## src/rtl/alu8_pkg.sv

```systemverilog
package alu8_pkg;

    localparam int DATA_W  = 8;
    localparam int SHAMT_W = 2;
    localparam int SHCTL_W = SHAMT_W + 1;
    localparam int N_OPS   = 8;
    localparam int OP_W    = $clog2(N_OPS);

    typedef logic [DATA_W-1:0] word_t;

    typedef enum logic [OP_W-1:0] {
        OP_PASS = 3'd0,
        OP_AND  = 3'd1,
        OP_OR   = 3'd2,
        OP_XOR  = 3'd3,
        OP_ADD  = 3'd4,
        OP_SUB  = 3'd5,
        OP_NEG  = 3'd6,
        OP_SHF  = 3'd7
    } alu_op_e;

    typedef struct packed {
        logic  carry;
        word_t value;
    } alu_res_t;

    function automatic alu_res_t mk_res(input logic c, input word_t v);
        alu_res_t r;
        r.carry = c;
        r.value = v;
        return r;
    endfunction

endpackage

```

## src/rtl/alu8_adder.sv

```systemverilog
module alu8_adder #(
    parameter int W = 8
) (
    input  logic [W-1:0] a,
    input  logic [W-1:0] b,
    input  logic         cin,
    output logic [W-1:0] sum,
    output logic         cout
);
    logic [W:0] c;

    assign c[0] = cin;

    for (genvar i = 0; i < W; i++) begin : g_bit
        logic p;
        assign p        = a[i] ^ b[i];
        assign sum[i]   = p ^ c[i];
        assign c[i+1]   = (a[i] & b[i]) | (p & c[i]);
    end

    assign cout = c[W];
endmodule

```

## src/rtl/alu8_negate.sv

```systemverilog
module alu8_negate #(
    parameter int W = 8
) (
    input  logic [W-1:0] a,
    output logic [W-1:0] y
);
    // Bits up to and including the lowest set bit pass; the rest invert.
    logic [W:0] seen;

    assign seen[0] = 1'b0;

    for (genvar i = 0; i < W; i++) begin : g_bit
        assign y[i]      = a[i] ^ seen[i];
        assign seen[i+1] = seen[i] | a[i];
    end
endmodule

```

## src/rtl/alu8_shifter.sv

```systemverilog
module alu8_shifter #(
    parameter int W  = 8,
    parameter int AW = 2
) (
    input  logic [W-1:0] a,
    input  logic [AW:0]  ctl,
    output logic [W-1:0] y
);
    // ctl[AW] = 1 selects left; distance is ctl[AW-1:0] + 1.
    logic         go_left;
    logic [W-1:0] src;
    logic [W-1:0] stage [AW+2];

    assign go_left = ctl[AW];

    for (genvar i = 0; i < W; i++) begin : g_in
        assign src[i] = go_left ? a[W-1-i] : a[i];
    end

    assign stage[0] = src;
    assign stage[1] = stage[0] >> 1;

    for (genvar k = 0; k < AW; k++) begin : g_stage
        assign stage[k+2] = ctl[k] ? (stage[k+1] >> (1 << k)) : stage[k+1];
    end

    for (genvar i = 0; i < W; i++) begin : g_out
        assign y[i] = go_left ? stage[AW+1][W-1-i] : stage[AW+1][i];
    end
endmodule

```

## src/rtl/alu8_top.sv

```systemverilog
module alu8_top
    import alu8_pkg::*;
(
    input  logic              clk,
    input  logic              rst,
    input  logic [DATA_W-1:0] a_i,
    input  logic [DATA_W-1:0] b_i,
    input  logic [OP_W-1:0]   op_i,
    output logic [DATA_W-1:0] res_o,
    output logic              carry_o
);
    word_t    a_q, b_q;
    alu_op_e  op_q;
    alu_res_t out_q;

    always_ff @(posedge clk) begin
        if (rst) begin
            a_q   <= '0;
            b_q   <= '0;
            op_q  <= OP_PASS;
            out_q <= '0;
        end else begin
            a_q   <= a_i;
            b_q   <= b_i;
            op_q  <= alu_op_e'(op_i);
            out_q <= sel;
        end
    end

    // Shared adder: subtract feeds inverted B with a carry-in of one.
    logic  is_sub;
    word_t b_eff, sum;
    logic  cout;

    assign is_sub = (op_q == OP_SUB);
    assign b_eff  = is_sub ? ~b_q : b_q;

    alu8_adder #(.W(DATA_W)) u_add (
        .a(a_q), .b(b_eff), .cin(is_sub), .sum(sum), .cout(cout)
    );

    word_t neg_y, shf_y;

    alu8_negate #(.W(DATA_W)) u_neg (
        .a(a_q), .y(neg_y)
    );

    alu8_shifter #(.W(DATA_W), .AW(SHAMT_W)) u_shf (
        .a(a_q), .ctl(b_q[SHCTL_W-1:0]), .y(shf_y)
    );

    // Candidate results, one per code, then the common selector.
    alu_res_t cand [N_OPS];
    alu_res_t sel;

    always_comb begin
        cand[OP_PASS] = mk_res(1'b0, a_q);
        cand[OP_AND]  = mk_res(1'b0, a_q & b_q);
        cand[OP_OR]   = mk_res(1'b0, a_q | b_q);
        cand[OP_XOR]  = mk_res(1'b0, a_q ^ b_q);
        cand[OP_ADD]  = mk_res(cout, sum);
        cand[OP_SUB]  = mk_res(~cout, sum);
        cand[OP_NEG]  = mk_res(1'b0, neg_y);
        cand[OP_SHF]  = mk_res(1'b0, shf_y);
        sel           = cand[op_q];
    end

    assign res_o   = out_q.value;
    assign carry_o = out_q.carry;
endmodule

```

## config.mk

```make
export PLATFORM = sky130hd
export DESIGN_NAME = alu8_top
export DESIGN_NICKNAME = d
export VERILOG_FILES = /design/src/rtl/alu8_pkg.sv /design/src/rtl/alu8_adder.sv /design/src/rtl/alu8_negate.sv /design/src/rtl/alu8_shifter.sv /design/src/rtl/alu8_top.sv
export SDC_FILE = /design/constraint.sdc
export NUM_CORES = 1
export LEC_CHECK = 0
export ABC_AREA = 1
export BUFFER_PORTS_ARGS = -buffer_cell sky130_fd_sc_hd__buf_4
export CORE_ASPECT_RATIO = 0.8
export CORE_MARGIN = 2
export CORE_UTILIZATION = 61
export CTS_BUF_LIST = sky130_fd_sc_hd__clkbuf_16
export CTS_CLUSTER_SIZE = 8
export DETAILED_ROUTE_END_ITERATION = 8
export GPL_TIMING_DRIVEN = 0
export MAX_ROUTING_LAYER = met4
export PLACE_DENSITY_LB_ADDON = 0.3
export SLEW_MARGIN = 20
export SYNTH_ARGS = -nofsm -noshare
export SYNTH_HDL_FRONTEND = slang
export SYNTH_SLANG_ARGS = --single-unit
export TNS_END_PERCENT = 50
```

## constraint.sdc

```tcl
create_clock -name clk -period 8.2 [get_ports clk]
set_clock_uncertainty 0.2 [all_clocks]
set_input_delay 1.23 -clock clk [delete_from_list [all_inputs] [get_ports clk]]
set_output_delay 1.23 -clock clk [all_outputs]
set_load 0.05 [all_outputs]
```

==> results by group <==
Clock tree
  – Setup Fix Bufs, Post-CTS: 0
  – CTS buffer count: 3
  – CTS Sinks: 28
  – CTS tree: built
  – Clock slew at reported path FFs: approximately 0.07 ns
  – Clk_lat worst skew: ~0.27 ns
  – CTS max path bufs: 2
  – CTS Hold Buffers Added: 0
  – Root buffer cell: clkbuf_16
  – H-tree depth: 1
  – Cts repair resizes: 0

Layout
  – # fillers: approximately 260
  – # diodes: 0
  – Most common cell after layout, fill and taps aside: nand2_1
  – Most frequent cells in the layout: nand2_1 (62), inv_1 (37), buf_4 (29)
  – Proportion of layout cells with a drive suffix above 1: a little under a fifth
  – Area grow syn2layout: 17.3%
  – Final net count: roughly 380

Timing
  – Tightest Pin Transition: roughly 0.47 ns
  – Tmin final: roughly 5 ns
  – RSZ-0062 raised after global routing: no
  – Worst relative slew slack: 68.4%
  – Period Utilization, post-route: about three fifths
  – Fmax: roughly 0.2 GHz
  – Setup_tns: 0 ns
  – Slew Limit Fails: 0
  – Final setup violating endpoints: 0
  – Final Hold Violating Endpoints: 0

Logic synthesis
  – Register area share after synthesis: approximately a quarter
  – Mapped Cells: between 200 and 300
  – Avg Cell Area, Syn: between 7 and 8 um^2
  – Synth cell types: 25
  – Syn nets: 344
  – Yosys warns: 0
  – Flops & latches, synth: 28
  – Synth area leader: dfxtp_1
  – Synthesized cell area: 2120 um^2
  – Yosys top cell area share: between 20% and 30%
  – Synth area leaders: dfxtp_1 (26%), ha_1 (13%), nand2_1 (11%), a21oi_1 (6.6%), fa_1 (6.6%)

Hold path
  – Hold depth: 2
  – Hold crit path type: flop to flop
  – Hold Path End: carry_o
  – HP Start: op_q[2]

Worst setup path
  – Crit Path Class: flop to flop
  – Worst endpoint data arrival time: about 5 ns
  – Crit end category: flop
  – CP bufs+invs: 2
  – Required @ worst endpoint: a little over 8 ns
  – Worst-path cell chain: inv_1 > buf_2 > nand3_2 > nand2_1 > o21ai_0 > fa_1 > fa_1 > fa_1 > fa_1 > fa_1 > fa_1 > fa_1 > a21oi_1 > nand2_1 > a21oi_2
  – R2R setup slack: 3.20 ns
  – Startpoint types: flop
  – WP depth: 15
  – Reg2reg start: op_q[1]
  – CP max stage delay: 0.47 ns
  – R2R depth: 15
  – CP dominant cell by count: fa_1
  – Cell family with most CP delay: adder cells
  – Worst Path Max Fanout: 10
  – R2r endpoint: res_o[7]
  – Crit-path slowest cell: fa_1

Drt
  – Routed wire per std cell: around 14 um
  – Detailed Routing Iterations Pass 1: 4
  – Iteration-0 DRC Markers: roughly 270
  – DR vias/cell: around 5.5
  – Via Count: ~2000
  – DRT Wirelength: about 5.2 mm
  – DR DRC count: 0
  – Antenna viol nets, final: 0

Floorplan
  – Chip width: approximately 70 um
  – Chip Height: about 57 um
  – # IOs: 30
  – Initial Util: between 60% and 70%
  – # rows: 19
  – Die area: about 4000 um^2
  – Core area: around 3400 um^2

Global route
  – Gr usage total: between 20 and 30%
  – Vias in the first global route: ~1800
  – Initial antenna violation count: 0
  – Global route overflow: 0
  – First-pass GRT wire length: between 8 and 9 mm
  – Largest net degree at the start of global routing: 17

Flow run
  – Max-cap check violation count: 0

Status
  – Outcome: finished clean

Placement
  – Port Buffers: 28
  – Gpl congestion: about 0.93
  – HPWL after DPL: ~3.8 mm

Power
  – VDD IR max: 0.108 mV
  – Leak Pwr: about 1.2 nW
  – Total power: 404 uW
  – Power per cell area: around 160 nW/um^2
cell usage after synthesis:
cell and count:
a21oi_2 7, nor3_1 2, o211ai_1 1, buf_4 1, inv_2 2, o21ai_0 17, inv_1 37, inv_4 1
ha_1 22, clkbuf_1 1, o21ai_2 1, xor2_1 8, nand3_2 3, nand4_1 2, buf_2 6, dfxtp_1 28
nor2_4 1, a21oi_1 28, buf_6 5, nand2_1 62, o21ai_1 1, nor2_1 24, fa_1 7, nand3_1 26
clkinv_1 1
metrics by stage:
step,utilization [%],hold slack [ns],std cells,cell area (um^2),worst slack [ns]
5_1_grt,73.8,0.363,368,2490,3.06
6_report,73.8,0.345,368,2490,3.20
3_3_place_gp,70.7,0.313,364,2390,3.50
4_1_cts,73.8,0.331,368,2490,3.28
3_5_place_dp,70.7,0.308,364,2390,3.41
2_1_floorplan,-,0.276,294,2120,3.83
worst register-to-register path: stages (launching register included):
cell	delay, ns
dfxtp_1	0.31
inv_1	0.18
buf_2	0.27
nand3_2	0.26
nand2_1	0.17
o21ai_0	0.13
fa_1	0.44
fa_1	0.45
fa_1	0.43
fa_1	0.40
fa_1	0.40
fa_1	0.44
fa_1	0.47
a21oi_1	0.19
nand2_1	0.09
a21oi_2	0.11
layout make-up:
cell class,count,area [um^2],share of cell area [%]
Multi-Input combinational cell,212,1310,52.6
Sequential cell,28,561,22.5
Timing Repair Buffer,28,210,8.43
Inverter,41,156,6.28
Buffer,13,97.6,3.92
Clock buffer,3,75.1,3.01
Tap cell,42,52.6,2.11
Clock inverter,1,30.0,1.20
kinds of logic after synthesis:
| family | after synthesis | synth area share (%) |
|---|---|---|
| AOI/OAI and AO/OA | 55 | 14.5 |
| DFF | 28 | 26.4 |
| buffers and inverters | 54 | 12.0 |
| and+or+nand+nor | 120 | 24.3 |
| xor gates and xnor gates | 8 | 3.30 |
| adders and majority gates | 29 | 19.6 |
registers in the layout, indices dropped and copies added (netlist names):
register  count
carry_o       1
op_q          3
a_q           8
res_o         8
b_q           8
power breakdown:
part	internal, mW	switching (mW)	total [mW]	leakage, nW
Combinational	0.0401	0.0656	0.106	0.929
Sequential	0.145	0.00727	0.152	0.233
Clock	0.0973	0.0486	0.146	0.0511
Total	0.282	0.121	0.404	1.21
worst max-delay path by stage:
stage / startpoint / endpoint / slack (ns)
6_report: op_q[1] / res_o[7] / 3.20
5_1_grt: op_q[1] / res_o[7] / 3.06
4_1_cts: op_q[1] / res_o[7] / 3.28
3_5_place_dp: op_q[1] / res_o[7] / 3.41
3_3_place_gp: op_q[1] / res_o[7] / 3.50
2_1_floorplan: op_q[1] / res_o[7] / 3.83
per-layer routing:
layer / global-route usage [%] / vias to the layer above / wire length [um]
met5: - / - / 0
met4: 11.3 / 0 / 148
met3: 6.46 / 17 / 467
met2: 42.0 / 99 / 2240
met1: 38.5 / 894 / 2360
li1: - / 1003 / -
No activity file was read; power rests on OpenSTA's default activity.
